## src/rtl/nvm_seq_pkg.sv

```systemverilog
package nvm_seq_pkg;

  typedef enum logic [2:0] {
    OP_PROG  = 3'd0,
    OP_ESEC  = 3'd1,
    OP_ECHIP = 3'd2,
    OP_LOCK  = 3'd3,
    OP_ID    = 3'd4
  } op_t;

  typedef enum logic [2:0] {S_IDLE, S_WLO, S_WHI, S_RD, S_RHI, S_RESP} state_t;

  // what to do when the output-enable gap after a read ends
  typedef enum logic [1:0] {A_READ, A_WRITE, A_OK, A_ERR} after_t;

  typedef struct packed {
    logic        tgt_a;  // use the request address
    logic        tgt_d;  // use the request data
    logic [14:0] a;
    logic [7:0]  d;
  } step_t;

  localparam logic [14:0] ADR_P     = 15'h5555;
  localparam logic [14:0] ADR_Q     = 15'h2AAA;
  localparam logic [7:0]  KEY_1     = 8'hAA;
  localparam logic [7:0]  KEY_2     = 8'h55;
  localparam logic [7:0]  CMD_PROG  = 8'hA0;
  localparam logic [7:0]  CMD_SETUP = 8'h80;
  localparam logic [7:0]  CMD_IDIN  = 8'h90;
  localparam logic [7:0]  CMD_IDOUT = 8'hF0;
  localparam logic [7:0]  CMD_SECT  = 8'h30;
  localparam logic [7:0]  CMD_CHIP  = 8'h10;
  localparam logic [7:0]  CMD_LOCK  = 8'h40;

  // index of the final write in a burst
  function automatic logic [2:0] last_step(op_t op);
    case (op)
      OP_PROG: return 3'd3;
      OP_ID:   return 3'd2;
      default: return 3'd5;
    endcase
  endfunction

  // one write of the unlock burst; ext selects the ID exit burst
  function automatic step_t burst_step(op_t op, logic [2:0] idx, logic ext);
    step_t s;
    s.tgt_a = 1'b0;
    s.tgt_d = 1'b0;
    s.a     = ADR_P;
    s.d     = KEY_1;
    case (idx)
      3'd0: s.d = KEY_1;
      3'd1, 3'd4: begin
        s.a = ADR_Q;
        s.d = KEY_2;
      end
      3'd2: begin
        case (op)
          OP_PROG: s.d = CMD_PROG;
          OP_ID:   s.d = ext ? CMD_IDOUT : CMD_IDIN;
          default: s.d = CMD_SETUP;
        endcase
      end
      3'd3: begin
        if (op == OP_PROG) begin
          s.tgt_a = 1'b1;
          s.tgt_d = 1'b1;
        end
      end
      default: begin
        case (op)
          OP_ESEC: begin
            s.tgt_a = 1'b1;
            s.d     = CMD_SECT;
          end
          OP_LOCK: s.d = CMD_LOCK;
          default: s.d = CMD_CHIP;
        endcase
      end
    endcase
    return s;
  endfunction

endpackage

```

## src/rtl/nvm_seq_timer.sv

```systemverilog
module nvm_seq_timer #(
  parameter int TW = 5
) (
  input  logic          clk,
  input  logic          rst_n,
  input  logic          load,
  input  logic [TW-1:0] load_val,
  output logic          expired
);

  logic [TW-1:0] cnt_q, cnt_d;

  always_comb begin
    cnt_d = cnt_q;
    if (load)
      cnt_d = load_val;
    else if (cnt_q != '0)
      cnt_d = cnt_q - 1'b1;
  end

  always_ff @(posedge clk or negedge rst_n) begin
    if (!rst_n) cnt_q <= '0;
    else        cnt_q <= cnt_d;
  end

  assign expired = (cnt_q == '0);

endmodule

```

## src/rtl/nvm_seq_poll.sv

```systemverilog
module nvm_seq_poll #(
  parameter int LIMIT = 64
) (
  input  logic clk,
  input  logic rst_n,
  input  logic clear,
  input  logic sample,
  input  logic bit6,
  output logic stable,
  output logic at_limit
);

  localparam int CW = $clog2(LIMIT + 1);

  logic          have_q, have_d;
  logic          prev_q, prev_d;
  logic [CW-1:0] cmp_q, cmp_d;

  assign stable   = have_q && (bit6 == prev_q);
  assign at_limit = have_q && (cmp_q == CW'(LIMIT - 1));

  always_comb begin
    have_d = have_q;
    prev_d = prev_q;
    cmp_d  = cmp_q;
    if (clear) begin
      have_d = 1'b0;
      cmp_d  = '0;
    end else if (sample) begin
      have_d = 1'b1;
      prev_d = bit6;
      if (have_q) cmp_d = cmp_q + 1'b1;
    end
  end

  always_ff @(posedge clk or negedge rst_n) begin
    if (!rst_n) begin
      have_q <= 1'b0;
      prev_q <= 1'b0;
      cmp_q  <= '0;
    end else begin
      have_q <= have_d;
      prev_q <= prev_d;
      cmp_q  <= cmp_d;
    end
  end


  poll_bound_chk: assert property (@(posedge clk) disable iff (!rst_n)
    cmp_q <= CW'(LIMIT));

endmodule

```

## src/rtl/nvm_cmd_sequencer.sv

```systemverilog
module nvm_cmd_sequencer
  import nvm_seq_pkg::*;
#(
  parameter int AW        = 18,
  parameter int WE_LO_CYC = 10,
  parameter int WE_HI_CYC = 10,
  parameter int RD_CYC    = 6,
  parameter int OE_HI_CYC = 8,
  parameter int TMO_LIMIT = 64
) (
  input  logic          clk,
  input  logic          rst_n,
  input  logic          req_valid,
  output logic          req_ready,
  input  logic [2:0]    req_op,
  input  logic [AW-1:0] req_addr,
  input  logic [15:0]   req_wdata,
  output logic          rsp_valid,
  output logic          rsp_err,
  output logic [15:0]   rsp_id0,
  output logic [15:0]   rsp_id1,
  output logic          fl_ce_n,
  output logic          fl_oe_n,
  output logic          fl_we_n,
  output logic [AW-1:0] fl_addr,
  output logic [15:0]   fl_dq_out,
  output logic          fl_dq_oe,
  input  logic [15:0]   fl_dq_in
);

  localparam int MAX_AB = (WE_LO_CYC > WE_HI_CYC) ? WE_LO_CYC : WE_HI_CYC;
  localparam int MAX_CD = (RD_CYC > OE_HI_CYC) ? RD_CYC : OE_HI_CYC;
  localparam int MAXC   = (MAX_AB > MAX_CD) ? MAX_AB : MAX_CD;
  localparam int TW     = $clog2(MAXC + 1);
  localparam logic [TW-1:0] T_WLO = TW'(WE_LO_CYC - 1);
  localparam logic [TW-1:0] T_WHI = TW'(WE_HI_CYC - 1);
  localparam logic [TW-1:0] T_RD  = TW'(RD_CYC - 1);
  localparam logic [TW-1:0] T_RHI = TW'(OE_HI_CYC - 1);

  state_t        state_q, state_d;
  op_t           op_q, op_d;
  logic [AW-1:0] addr_q, addr_d;
  logic [15:0]   data_q, data_d;
  logic [2:0]    idx_q, idx_d;
  logic          ext_q, ext_d;
  logic          rsel_q, rsel_d;
  after_t        aft_q, aft_d;
  logic          err_q, err_d;
  logic [15:0]   id0_q, id0_d, id1_q, id1_d;

  logic          t_load, t_exp;
  logic [TW-1:0] t_val;
  logic          p_clr, p_smp, p_stable, p_last;
  step_t         step;

  nvm_seq_timer #(.TW(TW)) i_timer (
    .clk(clk), .rst_n(rst_n), .load(t_load), .load_val(t_val), .expired(t_exp)
  );

  nvm_seq_poll #(.LIMIT(TMO_LIMIT)) i_poll (
    .clk(clk), .rst_n(rst_n), .clear(p_clr), .sample(p_smp),
    .bit6(fl_dq_in[6]), .stable(p_stable), .at_limit(p_last)
  );

  assign step = burst_step(op_q, idx_q, ext_q);

  // next-state process
  always_comb begin
    state_d = state_q;
    op_d    = op_q;
    addr_d  = addr_q;
    data_d  = data_q;
    idx_d   = idx_q;
    ext_d   = ext_q;
    rsel_d  = rsel_q;
    aft_d   = aft_q;
    err_d   = err_q;
    id0_d   = id0_q;
    id1_d   = id1_q;
    t_load  = 1'b0;
    t_val   = T_WLO;
    p_clr   = 1'b0;
    p_smp   = 1'b0;
    case (state_q)
      S_IDLE: begin
        if (req_valid) begin
          addr_d = req_addr;
          data_d = req_wdata;
          idx_d  = '0;
          ext_d  = 1'b0;
          rsel_d = 1'b0;
          if (req_op > 3'd4) begin
            err_d   = 1'b1;
            state_d = S_RESP;
          end else begin
            op_d    = op_t'(req_op);
            state_d = S_WLO;
            t_load  = 1'b1;
            t_val   = T_WLO;
          end
        end
      end
      S_WLO: begin
        if (t_exp) begin
          state_d = S_WHI;
          t_load  = 1'b1;
          t_val   = T_WHI;
        end
      end
      S_WHI: begin
        if (t_exp) begin
          if (idx_q != last_step(op_q)) begin
            idx_d   = idx_q + 1'b1;
            state_d = S_WLO;
            t_load  = 1'b1;
            t_val   = T_WLO;
          end else begin
            idx_d = '0;
            if (op_q == OP_ID && ext_q) begin
              err_d   = 1'b0;
              state_d = S_RESP;
            end else begin
              p_clr   = 1'b1;
              rsel_d  = 1'b0;
              state_d = S_RD;
              t_load  = 1'b1;
              t_val   = T_RD;
            end
          end
        end
      end
      S_RD: begin
        if (t_exp) begin
          state_d = S_RHI;
          t_load  = 1'b1;
          t_val   = T_RHI;
          if (op_q == OP_ID) begin
            if (!rsel_q) begin
              id0_d  = fl_dq_in;
              rsel_d = 1'b1;
              aft_d  = A_READ;
            end else begin
              id1_d = fl_dq_in;
              ext_d = 1'b1;
              aft_d = A_WRITE;
            end
          end else begin
            p_smp = 1'b1;
            if (p_stable)    aft_d = A_OK;
            else if (p_last) aft_d = A_ERR;
            else             aft_d = A_READ;
          end
        end
      end
      S_RHI: begin
        if (t_exp) begin
          case (aft_q)
            A_READ: begin
              state_d = S_RD;
              t_load  = 1'b1;
              t_val   = T_RD;
            end
            A_WRITE: begin
              state_d = S_WLO;
              t_load  = 1'b1;
              t_val   = T_WLO;
            end
            A_OK: begin
              err_d   = 1'b0;
              state_d = S_RESP;
            end
            default: begin
              err_d   = 1'b1;
              state_d = S_RESP;
            end
          endcase
        end
      end
      default: state_d = S_IDLE;
    endcase
  end

  // register process
  always_ff @(posedge clk or negedge rst_n) begin
    if (!rst_n) begin
      state_q <= S_IDLE;
      op_q    <= OP_PROG;
      addr_q  <= '0;
      data_q  <= '0;
      idx_q   <= '0;
      ext_q   <= 1'b0;
      rsel_q  <= 1'b0;
      aft_q   <= A_READ;
      err_q   <= 1'b0;
      id0_q   <= '0;
      id1_q   <= '0;
    end else begin
      state_q <= state_d;
      op_q    <= op_d;
      addr_q  <= addr_d;
      data_q  <= data_d;
      idx_q   <= idx_d;
      ext_q   <= ext_d;
      rsel_q  <= rsel_d;
      aft_q   <= aft_d;
      err_q   <= err_d;
      id0_q   <= id0_d;
      id1_q   <= id1_d;
    end
  end

  // outputs decoded from registered state
  logic wr_ph, rd_ph;
  assign wr_ph = (state_q == S_WLO) || (state_q == S_WHI);
  assign rd_ph = (state_q == S_RD)  || (state_q == S_RHI);

  assign req_ready = (state_q == S_IDLE);
  assign rsp_valid = (state_q == S_RESP);
  assign rsp_err   = err_q;
  assign rsp_id0   = id0_q;
  assign rsp_id1   = id1_q;
  assign fl_ce_n   = !(wr_ph || rd_ph);
  assign fl_we_n   = (state_q != S_WLO);
  assign fl_oe_n   = (state_q != S_RD);
  assign fl_dq_oe  = wr_ph;

  always_comb begin
    fl_addr   = '0;
    fl_dq_out = '0;
    if (wr_ph) begin
      fl_addr   = step.tgt_a ? addr_q : AW'(step.a);
      fl_dq_out = step.tgt_d ? data_q : {8'h00, step.d};
    end else if (rd_ph) begin
      fl_addr   = (op_q == OP_ID) ? AW'(rsel_q) : addr_q;
    end
  end

  // assertion-side run counter for the write-enable low phase
  logic [15:0] we_lo_run;
  always_ff @(posedge clk or negedge rst_n) begin
    if (!rst_n)       we_lo_run <= '0;
    else if (!fl_we_n) we_lo_run <= we_lo_run + 1'b1;
    else              we_lo_run <= '0;
  end


  wr_ctl_chk: assert property (@(posedge clk) disable iff (!rst_n)
    !fl_we_n |-> (!fl_ce_n && fl_oe_n && fl_dq_oe));


  we_width_chk: assert property (@(posedge clk) disable iff (!rst_n)
    $rose(fl_we_n) |-> (we_lo_run >= 16'(WE_LO_CYC)));


  rd_ctl_chk: assert property (@(posedge clk) disable iff (!rst_n)
    !fl_oe_n |-> (fl_we_n && !fl_ce_n && !fl_dq_oe));


  rd_addr_chk: assert property (@(posedge clk) disable iff (!rst_n)
    (!fl_oe_n && $past(!fl_oe_n)) |-> $stable(fl_addr));


  accept_chk: assert property (@(posedge clk) disable iff (!rst_n)
    (req_valid && req_ready) |=> !req_ready);


  rsp_pulse_chk: assert property (@(posedge clk) disable iff (!rst_n)
    rsp_valid |=> (!rsp_valid && req_ready));


  bad_op_chk: assert property (@(posedge clk) disable iff (!rst_n)
    (req_valid && req_ready && (req_op > 3'd4)) |=> (rsp_valid && rsp_err && fl_ce_n));

endmodule

```

## config.mk

```make
export PLATFORM = sky130hd
export DESIGN_NAME = nvm_cmd_sequencer
export DESIGN_NICKNAME = d
export VERILOG_FILES = /design/src/rtl/nvm_seq_pkg.sv /design/src/rtl/nvm_seq_timer.sv /design/src/rtl/nvm_seq_poll.sv /design/src/rtl/nvm_cmd_sequencer.sv
export SDC_FILE = /design/constraint.sdc
export NUM_CORES = 1
export LEC_CHECK = 0
export BUFFER_PORTS_ARGS = -buffer_cell sky130_fd_sc_hd__buf_4
export CORE_AREA = 10 10 142 144
export CTS_CLUSTER_SIZE = 20
export DETAILED_ROUTE_END_ITERATION = 6
export DIE_AREA = 0 0 152 154
export PLACE_DENSITY = 0.45
export SETUP_SLACK_MARGIN = 0.3
export SKIP_LAST_GASP = 1
export SLEW_MARGIN = 10
export SYNTH_ARGS = -nofsm -noshare
export SYNTH_HDL_FRONTEND = slang
export SYNTH_SLANG_ARGS = --single-unit
```

## constraint.sdc

```tcl
create_clock -name clk -period 2.7 [get_ports clk]
set_input_delay 0.27 -clock clk [delete_from_list [all_inputs] [get_ports clk]]
set_output_delay 0.27 -clock clk [all_outputs]
set_load 0.005 [all_outputs]
```

Word level (Yosys, flattened, before mapping) --
Index checks and enable logic that the tools add are counted. Widths: inputs -> output; s select.
Cells by class: add/sub/neg operators 3, order comparisons 1, equal/unequal tests 31, multiplexer cells 84, bitwise gates (word level) 3, reductions and logical operators 37
Operators by type and width (count):
- $mux 18 | 4
- $mux 3 | 13
- $mux 1 | 34
- $mux 16 | 2
- $mux 4 | 8
- $mux 7 | 4
- $pmux 7 s2 | 2
- $pmux 8 s3 | 1
- $pmux 3 s2 | 3
- $eq 3x2->1 const B | 5
- $mux 15 | 1
- $pmux 3 s5 | 1
- $eq 3x3->1 const B | 4
- $ne 2x1->1 const B | 6
- $ne 2x2->1 const B | 6
- $pmux 4 s3 | 1
- $reduce_and 5->1 | 2
- $reduce_bool 2->1 | 5
- $eq 3x1->1 const B | 3
- $logic_not 3->1 | 3
- $mux 2 | 4
- $reduce_and 2->1 | 4
- $reduce_and 4->1 | 2
- $reduce_and 8->1 | 1
- other kinds (26) | 40
Storage, ports and cells: register bits after elaboration 93, bits of input ports 56, output and inout bits 73

Logic depth before layout (Yosys ltp) --
Gate-level depths: netlist of the first run.
depth in word-level cells 10, mapped depth 9, depth with buffers taken out 7

By module --
From an unflattened synthesis of the first run, not the netlist that was laid out.
Second synthesis, totals: cell total of the unflattened synthesis 408, area, all modules 4762.1 um^2
By module, submodules not included:
- nvm_cmd_sequencer | instances 1, cells each 343, area an instance 4093.9 um^2
- nvm_seq_poll | instances 1, cells each 43, area an instance 434.2 um^2
- nvm_seq_timer | instances 1, cells each 22, area an instance 234.0 um^2

Worst setup path after synthesis of the first run --
OpenSTA, ideal clock, no wires.
kind flip-flop to output port, start point register idx_q[0], end point output port fl_addr[0], data arrival time 1.977 ns, data required time 2.430 ns, setup slack 0.453 ns, cell stages (with the launch flop) 8, cells stage by stage dfrtp_1 -> ha_1 -> ha_1 -> nor4b_1 -> nor2_1 -> and3_1 -> clkbuf_1 -> a311o_1
On the way: longest elaborated chain between the ends 5, elaborated cells on any way between the ends 11, those cells by class eq/ne (4); mux (4); reduce/logical (3)
Ends and longest elaborated chain:
- start, declared | line nvm_cmd_sequencer.sv:44 | logic [2:0] idx_q, idx_d;
- start signal, assigned | line nvm_cmd_sequencer.sv:202 | idx_q <= idx_d;
- $eq 3x2->1 (tied with other cells) | line nvm_seq_pkg.sv:51 | case (idx)
- $reduce_or 4->1 (no source line) / $reduce_or 2->1 (equally long branches)
- $pmux 1 s2 / $mux 15 (equally long branches) | line nvm_seq_pkg.sv:51
- $mux 18 (*) | line nvm_cmd_sequencer.sv:231 | fl_addr = step.tgt_a ? addr_q : AW'(step.a);
- $mux 18 (*) | line nvm_cmd_sequencer.sv:230 | if (wr_ph) begin
- end, declared | line nvm_cmd_sequencer.sv:25 | output logic [AW-1:0] fl_addr,
Mark *: on every way between the ends. The rest lies on a longest branch, timed or not.

Worst setup path after layout of the first run --
start point register idx_q[1], end point output port fl_addr[6]
Same word-level chain as after synthesis.

==> results.json, run 1 <==
{
  "dp_cells": 837,
  "dp_slack_ps": 184,
  "grt_antenna_before_repair": 0,
  "start_util_pct": 27.7,
  "stdcell_count": 866,
  "drive_gt1_share_pct": 39.5,
  "outcome": "finished, final reports clean",
  "ant_nets": 0,
  "fp.coreArea_um2": 17200,
  "period_share_pct": 92.3,
  "final.min_clock_period_ps": 2490,
  "synth.area.top_cells": "dfrtp_1 49%, nand2_1 10%, mux2_2 5.7%",
  "worstMarginPinSlew_ps": 649,
  "fin_nets": 699,
  "ios": 129,
  "cts_buffers": 9,
  "grt_pass1_vias": 4533,
  "wire_per_inst_um": 17.0,
  "crit_fanout": 6,
  "syn-num-nets": 556,
  "finalSetupViolCount": 0,
  "critPathKind": "register to output pin",
  "num_rows": 48,
  "crit_slowest_cell": "or4b_4",
  "final-seq-area_um2": 2330,
  "leakage_nw": 3.17,
  "worst_slack_ps": 209,
  "timing.final.hold_violations": 0,
  "cp.required_ps": 2430,
  "async_reset_ff_share_pct": 100,
  "ys.flop_type": "dfrtp_1",
  "clk_pin_slew_ps": 70,
  "rsz0062_at_grt": "true",
  "gp_congestion": 0.793,
  "ys_warn_count": 0,
  "place.detailed.hpwl_um": 10600,
  "yosysTopAreaCell": "dfrtp_1",
  "synth_seq_cells": 93,
  "cp-start-kind": "register",
  "synth_seq_area_share_pct": 48.9,
  "drv_slew": 0,
  "post-route-drc-count": 0,
  "drt_iter0_drc": 188,
  "netlist_area_um2": 4750,
  "synth_edf_count": 0,
  "tns_ps": 0,
  "grtUsageTotal_pct": 12.5,
  "via_per_inst": 4.64,
  "maxCapViolations": 0,
  "multi_input_area_um2": 2410,
  "totalWireLength_um": 14700,
  "peakVddDrop_mv": 0.386,
  "die_h_um": 154,
  "yosys.cell_types.count": 63,
  "dr.pass1.iters": 4,
  "area_growth_pct": 39.1,
  "cts_tree": "yes",
  "hp-class": "input port to register",
  "clock-sinks": 93,
  "antenna_cells": 0,
  "synth_top_area_share_pct": 48.9,
  "power_density_nw_per_um2": 1100,
  "clockBufferDepth": 2,
  "slew_headroom_pct": 56.8,
  "die_x_um": 152,
  "num-fill-cells": 1757,
  "grt_pass1_wl_um": 24200,
  "dieArea_um2": 23400,
  "syn_area_per_cell_um2": 9.64,
  "clockRootBuffer": "clkbuf_16",
  "mostFrequentLayoutCell": "buf_4",
  "fmax_mhz": 401,
  "via_count": 4014,
  "max_stage_delay_ps": 510,
  "cts-htree-levels": 3,
  "insertion_delay_ps": 350,
  "final_cell_mix": "152 x buf_4, 130 x nand2_1, 88 x dfrtp_1",
  "io_buffers": 128,
  "fin_skew_ps": 7.45,
  "cp-end-kind": "output pin",
  "path_cells": "ha_4, ha_4, or4b_4, nand2_4, o21ai_2, o21ai_2, buf_6, o21a_1, buf_4",
  "grt_overflow": 0,
  "cp.arrival_ps": 2220,
  "syn_inst": 493,
  "grt_max_degree": 51
}
-- power by group --
group / total [mW] / internal, mW / switching [mW]
combinational: 3.55 / 1.83 / 1.72
sequential: 2.35 / 1.92 / 0.430
clock: 1.37 / 0.745 / 0.623
-- cell usage after synthesis (5+ instances only) --
cell type    n
nand2_1    131
mux2_4      10
ha_1         7
inv_1       11
a21oi_1     14
o21ai_0     12
dfrtp_1     93
mux2_2      24
nor3_1       7
nor2_1      34
a31oi_1      5
nand3_1      5
xor2_1       5
or3_1        5
and3_1       9
clkbuf_1    15
buf_2        6
nand2b_1     8
o21a_1      18
-- area by class of cell --
type	instances	share of cell area, %
clock buffer	9	3.41
clock inverter	7	1.38
inverter	11	0.700
multi-input combinational	362	36.4
sequential	93	35.3
tap	225	4.26
timing repair buffer	159	18.6
-- registers in the layout, summed over array words and instances, names as in the netlist --
register	count
state_q	3
ext_q	1
op_q	3
data_q	16
i_poll.cmp_q	7
rsp_err	1
idx_q	3
i_poll.prev_q	1
rsp_id0	16
i_poll.have_q	1
i_timer.cnt_q	4
addr_q	18
rsel_q	1
rsp_id1	16
aft_q	2
-- metal layers --
metal / wire (µm) / global-route usage (%) / up-vias / share of wire, %
met2: 7540 / 22.7 / 80 / 51
met1: 6360 / 13.9 / 1956 / 43
li1: - / - / 1968 / -
met4: 152 / 4.03 / 0 / 1.0
met3: 642 / 3.38 / 10 / 4.4
met5: 0 / 0 / - / 0
-- cells by family (layout without fill, tap and decap cells) --
logic type,after synthesis,count (layout),synth area share (%)
simple gates,233,233,23.6
flops,93,93,48.9
compound gates,79,79,11.3
buf+inv,38,186,3.87
mux,35,35,9.05
xor+xnor,8,8,1.47
fa+ha+maj,7,7,1.84
-- worst max-delay path: cells and delay by family, from the launching register on --
kind | cells | cell delay (ps)
flops | 1 | 420
compound gates | 3 | 290
simple gates | 2 | 610
buf+inv | 2 | 240
fa+ha+maj | 2 | 300
-- path summary, 6_finish.rpt --
check	startpoint	endpoint	slack, ps	cells after the start
max	idx_q[1]	fl_addr[6]	210	9
min	req_addr[13]	addr_q[13]	100	3
max reg2reg	i_timer.cnt_q[0]	rsp_id0[12]	430	5
min reg2reg	data_q[15]	data_q[15]	470	2
max in group asynchronous	rst_n	op_q[2]	1480	3
min in group asynchronous	rst_n	rsp_id1[2]	480	2
-- stage by stage --
stage | utilization, % | instance area, µm² | hold WS (ps) | power (mW)
2_1_floorplan | - | 4750 | -25.6 | 4.08
3_3_place_gp | 35.0 | 6010 | 344 | 5.64
3_5_place_dp | 35.0 | 6010 | 351 | 5.70
4_1_cts | 38.4 | 6590 | 93.0 | 7.37
5_1_grt | 38.5 | 6610 | 99.1 | 7.87
6_report | 38.5 | 6610 | 104 | 7.27
-- repair_timing --
action,CTS,global route
pin swaps,16,4
resized for setup,45,5
setup buffers,12,0
hold buffers,1,0
hold endpoints to repair,49,0
endpoints found under the setup margin,28,27
Power figures use the tool's default switching activity.
==> run 2: changes to the inputs <==
--- a/config.mk
+++ b/config.mk
@@ -10,10 +10,12 @@
 export CTS_CLUSTER_SIZE = 20
 export DETAILED_ROUTE_END_ITERATION = 6
 export DIE_AREA = 0 0 152 154
+export MAX_ROUTING_LAYER = met4
 export PLACE_DENSITY = 0.45
 export SETUP_SLACK_MARGIN = 0.3
 export SKIP_LAST_GASP = 1
-export SLEW_MARGIN = 10
+export SLEW_MARGIN = 30
 export SYNTH_ARGS = -nofsm -noshare
 export SYNTH_HDL_FRONTEND = slang
+export SYNTH_HIERARCHICAL = 1
 export SYNTH_SLANG_ARGS = --single-unit
==> results.json, run 2 <==
{
  "via_per_inst": 4.68,
  "ys_warn_count": 6,
  "grtUsageTotal_pct": 11.4,
  "cts-htree-levels": 3,
  "final_cell_mix": "140 x buf_4, 88 x dfrtp_1, 70 x mux2_2",
  "hp-class": "input port to register",
  "grt_overflow": 0,
  "cts_buffers": 9,
  "area_growth_pct": 37.4,
  "grt_antenna_before_repair": 0,
  "clock-sinks": 93,
  "timing.final.hold_violations": 0,
  "clockBufferDepth": 2,
  "synth_seq_cells": 93,
  "die_h_um": 154,
  "power_density_nw_per_um2": 1060,
  "ys.flop_type": "dfrtp_1",
  "final_core_util_pct": 38.1,
  "cp-end-kind": "output pin",
  "synth_top_area_share_pct": 48.9,
  "crit_fanout": 4,
  "synth_seq_area_share_pct": 48.9,
  "cp.arrival_ps": 2220,
  "mostFrequentLayoutCell": "buf_4",
  "yosys.cell_types.count": 64,
  "syn_area_per_cell_um2": 11.7,
  "grt_pass1_wl_um": 21100,
  "outcome": "finished, final reports clean",
  "fin_skew_ps": 8.39,
  "wire_per_inst_um": 17.1,
  "fin_nets": 612,
  "maxCapViolations": 0,
  "place.detailed.hpwl_um": 9780,
  "cp.required_ps": 2430,
  "grt_max_degree": 94,
  "dp_cells": 754,
  "finalSetupViolCount": 0,
  "synth_most_common_cell": "dfrtp_1",
  "fp.coreArea_um2": 17200,
  "drive_gt1_share_pct": 52.3,
  "slew_headroom_pct": 64.1,
  "ios": 129,
  "insertion_delay_ps": 350,
  "antenna_cells": 0,
  "die_x_um": 152,
  "ant_nets": 0,
  "totalWireLength_um": 13300,
  "clockRootBuffer": "clkbuf_16",
  "syn-num-nets": 471,
  "netlist_area_um2": 4760,
  "largest_register_ffs": 18,
  "period_share_pct": 92.1,
  "post-route-drc-count": 0,
  "critPathKind": "register to output pin",
  "worstMarginPinSlew_ps": 539,
  "final.min_clock_period_ps": 2490,
  "yosysTopAreaCell": "dfrtp_1",
  "stdcell_area_um2": 6540,
  "num_rows": 48,
  "gp_congestion": 0.852,
  "via_count": 3643,
  "regMostFlops": "addr_q",
  "synth_edf_count": 0,
  "io_buffers": 128,
  "peakVddDrop_mv": 0.745,
  "fmax_mhz": 402,
  "drv_slew": 0,
  "rsz0062_at_grt": "true",
  "clk_pin_slew_ps": 70,
  "drt_iter0_drc": 182,
  "grt_pass1_vias": 3824,
  "cp-start-kind": "register",
  "yosys-top-cells-count": "93 x dfrtp_1, 71 x mux2_2, 21 x o21ai_0",
  "syn_inst": 408,
  "start_util_pct": 27.7,
  "dieArea_um2": 23400,
  "postPlaceCellArea_um2": 5960,
  "cts_tree": "yes",
  "async_reset_ff_share_pct": 100,
  "leakage_nw": 2.94,
  "tns_ps": 0,
  "stdcell_count": 779,
  "dr.pass1.iters": 4,
  "synth.area.top_cells": "dfrtp_1 49%, mux2_2 17%, o21a_1 2.4%",
  "total_power_mw": 6.92
}
-- run 2: changes by cell type after synthesis, moves of 4 or more --
cell,previous run,this run
a21oi_1,14,19
buf_6,1,5
clkbuf_1,15,3
mux2_2,24,71
mux2_4,10,1
mux2i_1,1,6
nand2_1,131,18
nand3_1,5,9
nor2_1,34,19
o21ai_0,12,21
-- run 2: logic make-up (layout without fill, tap and decap cells) --
kind of cell	after synthesis	in the layout	share of synthesized area, %
adders and majority gates	7	7	1.84
DFF	93	93	48.9
AOI/OAI and AO/OA	82	82	11.2
buffers and inverters	31	177	4.07
and+or+nand+nor	110	110	14.5
xor gates and xnor gates	6	6	1.10
muxes	78	78	18.4
other	1	1	0.0787
-- run 2: area by class of cell --
| type | instances | area, µm² |
|---|---|---|
| inverter | 12 | 45.0 |
| multi-input combinational | 284 | 2400 |
| clock inverter | 6 | 68.8 |
| sequential | 93 | 2340 |
| clock buffer | 10 | 239 |
| fill | 1711 | 10600 |
| timing repair buffer | 149 | 1180 |
| tap | 225 | 282 |
-- run 2: path summary, 6_finish.rpt --
path / start / end / slack, ps / depth (start not counted)
worst max-delay path: idx_q[1] / fl_dq_out[6] / 210 / 8
worst min-delay path: req_wdata[6] / data_q[6] / 150 / 2
worst max register to register: idx_q[1] / i_timer/cnt_q[3] / 430 / 9
worst min register to register: data_q[15] / data_q[15] / 500 / 1
max in group asynchronous: rst_n / state_q[2] / 1710 / 3
min in group asynchronous: rst_n / addr_q[3] / 500 / 3
-- run 2: power by group --
| group | internal (mW) | switching (mW) |
|---|---|---|
| registers | 1.90 | 0.416 |
| logic | 1.79 | 1.49 |
| clock network | 0.750 | 0.572 |
| total | 4.44 | 2.48 |
-- run 2: timing repair --
action,in CTS,in global routing
setup endpoints to repair,24,41
resized for setup,25,25
endpoints found under the hold margin,17,0
pin swaps,2,9
hold buffers,1,0
setup buffers,2,6
-- run 2: critical path, stage by stage (launching register included) --
cell and delay, ps:
dfrtp_1 420, inv_1 110, ha_4 180, or2_2 300
a21oi_2 170, a311oi_1 60, or3_1 380, a21oi_2 130
buf_4 120
-- run 2: layer usage --
| metal | share of wire (%) | global-route usage (%) | up-vias |
|---|---|---|---|
| met4 | 1.3 | 4.54 | 0 |
| met3 | 4.4 | 2.65 | 13 |
| met2 | 49 | 17.8 | 74 |
| li1 | - | - | 1753 |
| met1 | 45 | 13.9 | 1803 |
| met5 | 0 | - | - |
-- run 2: stage by stage --
step / setup WS, ps / hold slack (ps)
final: 214 / 150
after global routing: 153 / 145
after CTS: 196 / 138
after detailed placement: 226 / 372
after global placement: 340 / 364
after floorplan: 331 / -25.6
==> run 3: changes to the inputs <==
--- a/config.mk
+++ b/config.mk
@@ -17,5 +17,4 @@
 export SLEW_MARGIN = 30
 export SYNTH_ARGS = -nofsm -noshare
 export SYNTH_HDL_FRONTEND = slang
-export SYNTH_HIERARCHICAL = 1
 export SYNTH_SLANG_ARGS = --single-unit
==> constraint.sdc (replaced) <==
create_clock -name clk -period 3.2 [get_ports clk]
set_input_delay 0.32 -clock clk [delete_from_list [all_inputs] [get_ports clk]]
set_output_delay 0.32 -clock clk [all_outputs]
set_load 0.05 [all_outputs]
==> results.json, run 3 (synthesized netlist as in run 1, its figures left out) <==
{
  "outcome": "finished, final reports clean",
  "grt_max_degree": 44,
  "grtUsageTotal_pct": 12.1,
  "final.min_clock_period_ps": 2780,
  "rsz0062_at_grt": "false",
  "total_power_mw": 7.63,
  "clockRootBuffer": "clkbuf_16",
  "finalSetupViolCount": 0,
  "mostFrequentLayoutCell": "buf_4",
  "die_h_um": 154,
  "ant_nets": 0,
  "clockBufferDepth": 2,
  "fin_nets": 693,
  "place.detailed.hpwl_um": 10600,
  "drv_slew": 0,
  "cts-htree-levels": 3,
  "tns_ps": 0,
  "post-route-drc-count": 0,
  "power_density_nw_per_um2": 1190,
  "grt_pass1_wl_um": 22600,
  "area_growth_pct": 34.7,
  "dp_cells": 834,
  "dp_slack_ps": 484,
  "via_per_inst": 4.59,
  "regMostFlops": "addr_q",
  "grt_pass1_vias": 4131,
  "cts_tree": "yes",
  "final_cell_mix": "146 x buf_4, 130 x nand2_1, 91 x dfrtp_1",
  "leakage_nw": 3.12,
  "crit_slowest_cell": "or4b_4",
  "maxCapViolations": 0,
  "slew_headroom_pct": 56.0,
  "path_cells": "inv_1, ha_2, or4b_4, nand2_2, o21ai_0, o21ai_2, o21a_1, buf_4",
  "drive_gt1_share_pct": 35.9,
  "cp.arrival_ps": 2460,
  "cp_num_buf_inv": 2,
  "timing.final.hold_violations": 0,
  "fp.coreArea_um2": 17200,
  "dr.pass1.iters": 4,
  "cp.required_ps": 2880,
  "num_rows": 48,
  "hp-class": "input port to register",
  "peakVddDrop_mv": 0.831,
  "stdcell_count": 860,
  "fmax_mhz": 360,
  "io_buffers": 128,
  "cts_buffers": 9,
  "grt_antenna_before_repair": 0,
  "via_count": 3946,
  "critPathKind": "register to output pin",
  "grt_overflow": 0,
  "start_util_pct": 27.7,
  "wire_per_inst_um": 16.4,
  "totalWireLength_um": 14100,
  "dieArea_um2": 23400,
  "worstMarginPinSlew_ps": 657,
  "ios": 129,
  "insertion_delay_ps": 350,
  "gp_congestion": 0.803,
  "worst_slack_ps": 420,
  "clk_pin_slew_ps": 70,
  "drt_iter0_drc": 193,
  "period_share_pct": 86.9,
  "cp-end-kind": "output pin",
  "path_delay_family": "simple AND/OR/NAND/NOR gates",
  "crit_fanout": 6,
  "die_x_um": 152,
  "max_stage_delay_ps": 500,
  "antenna_cells": 0,
  "largest_register_ffs": 18,
  "cp-start-kind": "register",
  "clock-sinks": 93,
  "final_core_util_pct": 37.3,
  "fin_skew_ps": 9.70
}
## run 3: report_power, final
part	internal [mW]	switching [mW]
logic	1.53	3.02
clock network	0.634	0.483
registers	1.62	0.343
## run 3: worst paths after layout
path,start,to,slack [ps],cells past startpoint
hold reg to reg,data_q[12],data_q[12],470,2
max in group asynchronous,rst_n,rsp_id0[11],1880,3
min in group asynchronous,rst_n,rsp_id1[2],510,2
setup reg to reg,i_timer.cnt_q[0],rsp_id1[1],790,6
hold / removal,req_wdata[12],data_q[12],160,3
setup / recovery,idx_q[2],fl_addr[12],420,8
## run 3: stage by stage
step	hold WS [ps]	cell area, µm²
2_1_floorplan	24.4	4750
4_1_cts	146	6320
3_3_place_gp	361	5970
5_1_grt	156	6400
6_report	162	6400
3_5_place_dp	363	5970
## run 3: per-layer routing
layer | part of all wire, % | wire, µm | GRT usage, %
met2 | 50 | 7070 | 19.8
met5 | 0 | 0 | -
met1 | 45 | 6410 | 14.7
met4 | 1.0 | 144 | 3.44
met3 | 3.3 | 469 | 2.57
## run 3: what timing repair did
action,4_1_cts,5_1_grt
pin swaps,1,1
hold endpoints to repair,18,0
hold buffers,1,0
setup buffers,2,7
resized for setup,7,7
setup endpoints to repair,18,18
## run 3: area by class of cell
type	instances	area, µm²
tap	225	282
fill	1761	10800
inverter	11	45.0
multi-input combinational	362	2260
clock inverter	6	70.1
clock buffer	10	239
timing repair buffer	153	1170
sequential	93	2330
## run 3: worst reg2reg max path, stage by stage (launching register included)
cell and delay (ps):
dfrtp_1 410, inv_1 70, ha_1 190, or3b_4 490
nor2_1 250, nand3_2 450, mux2_2 450
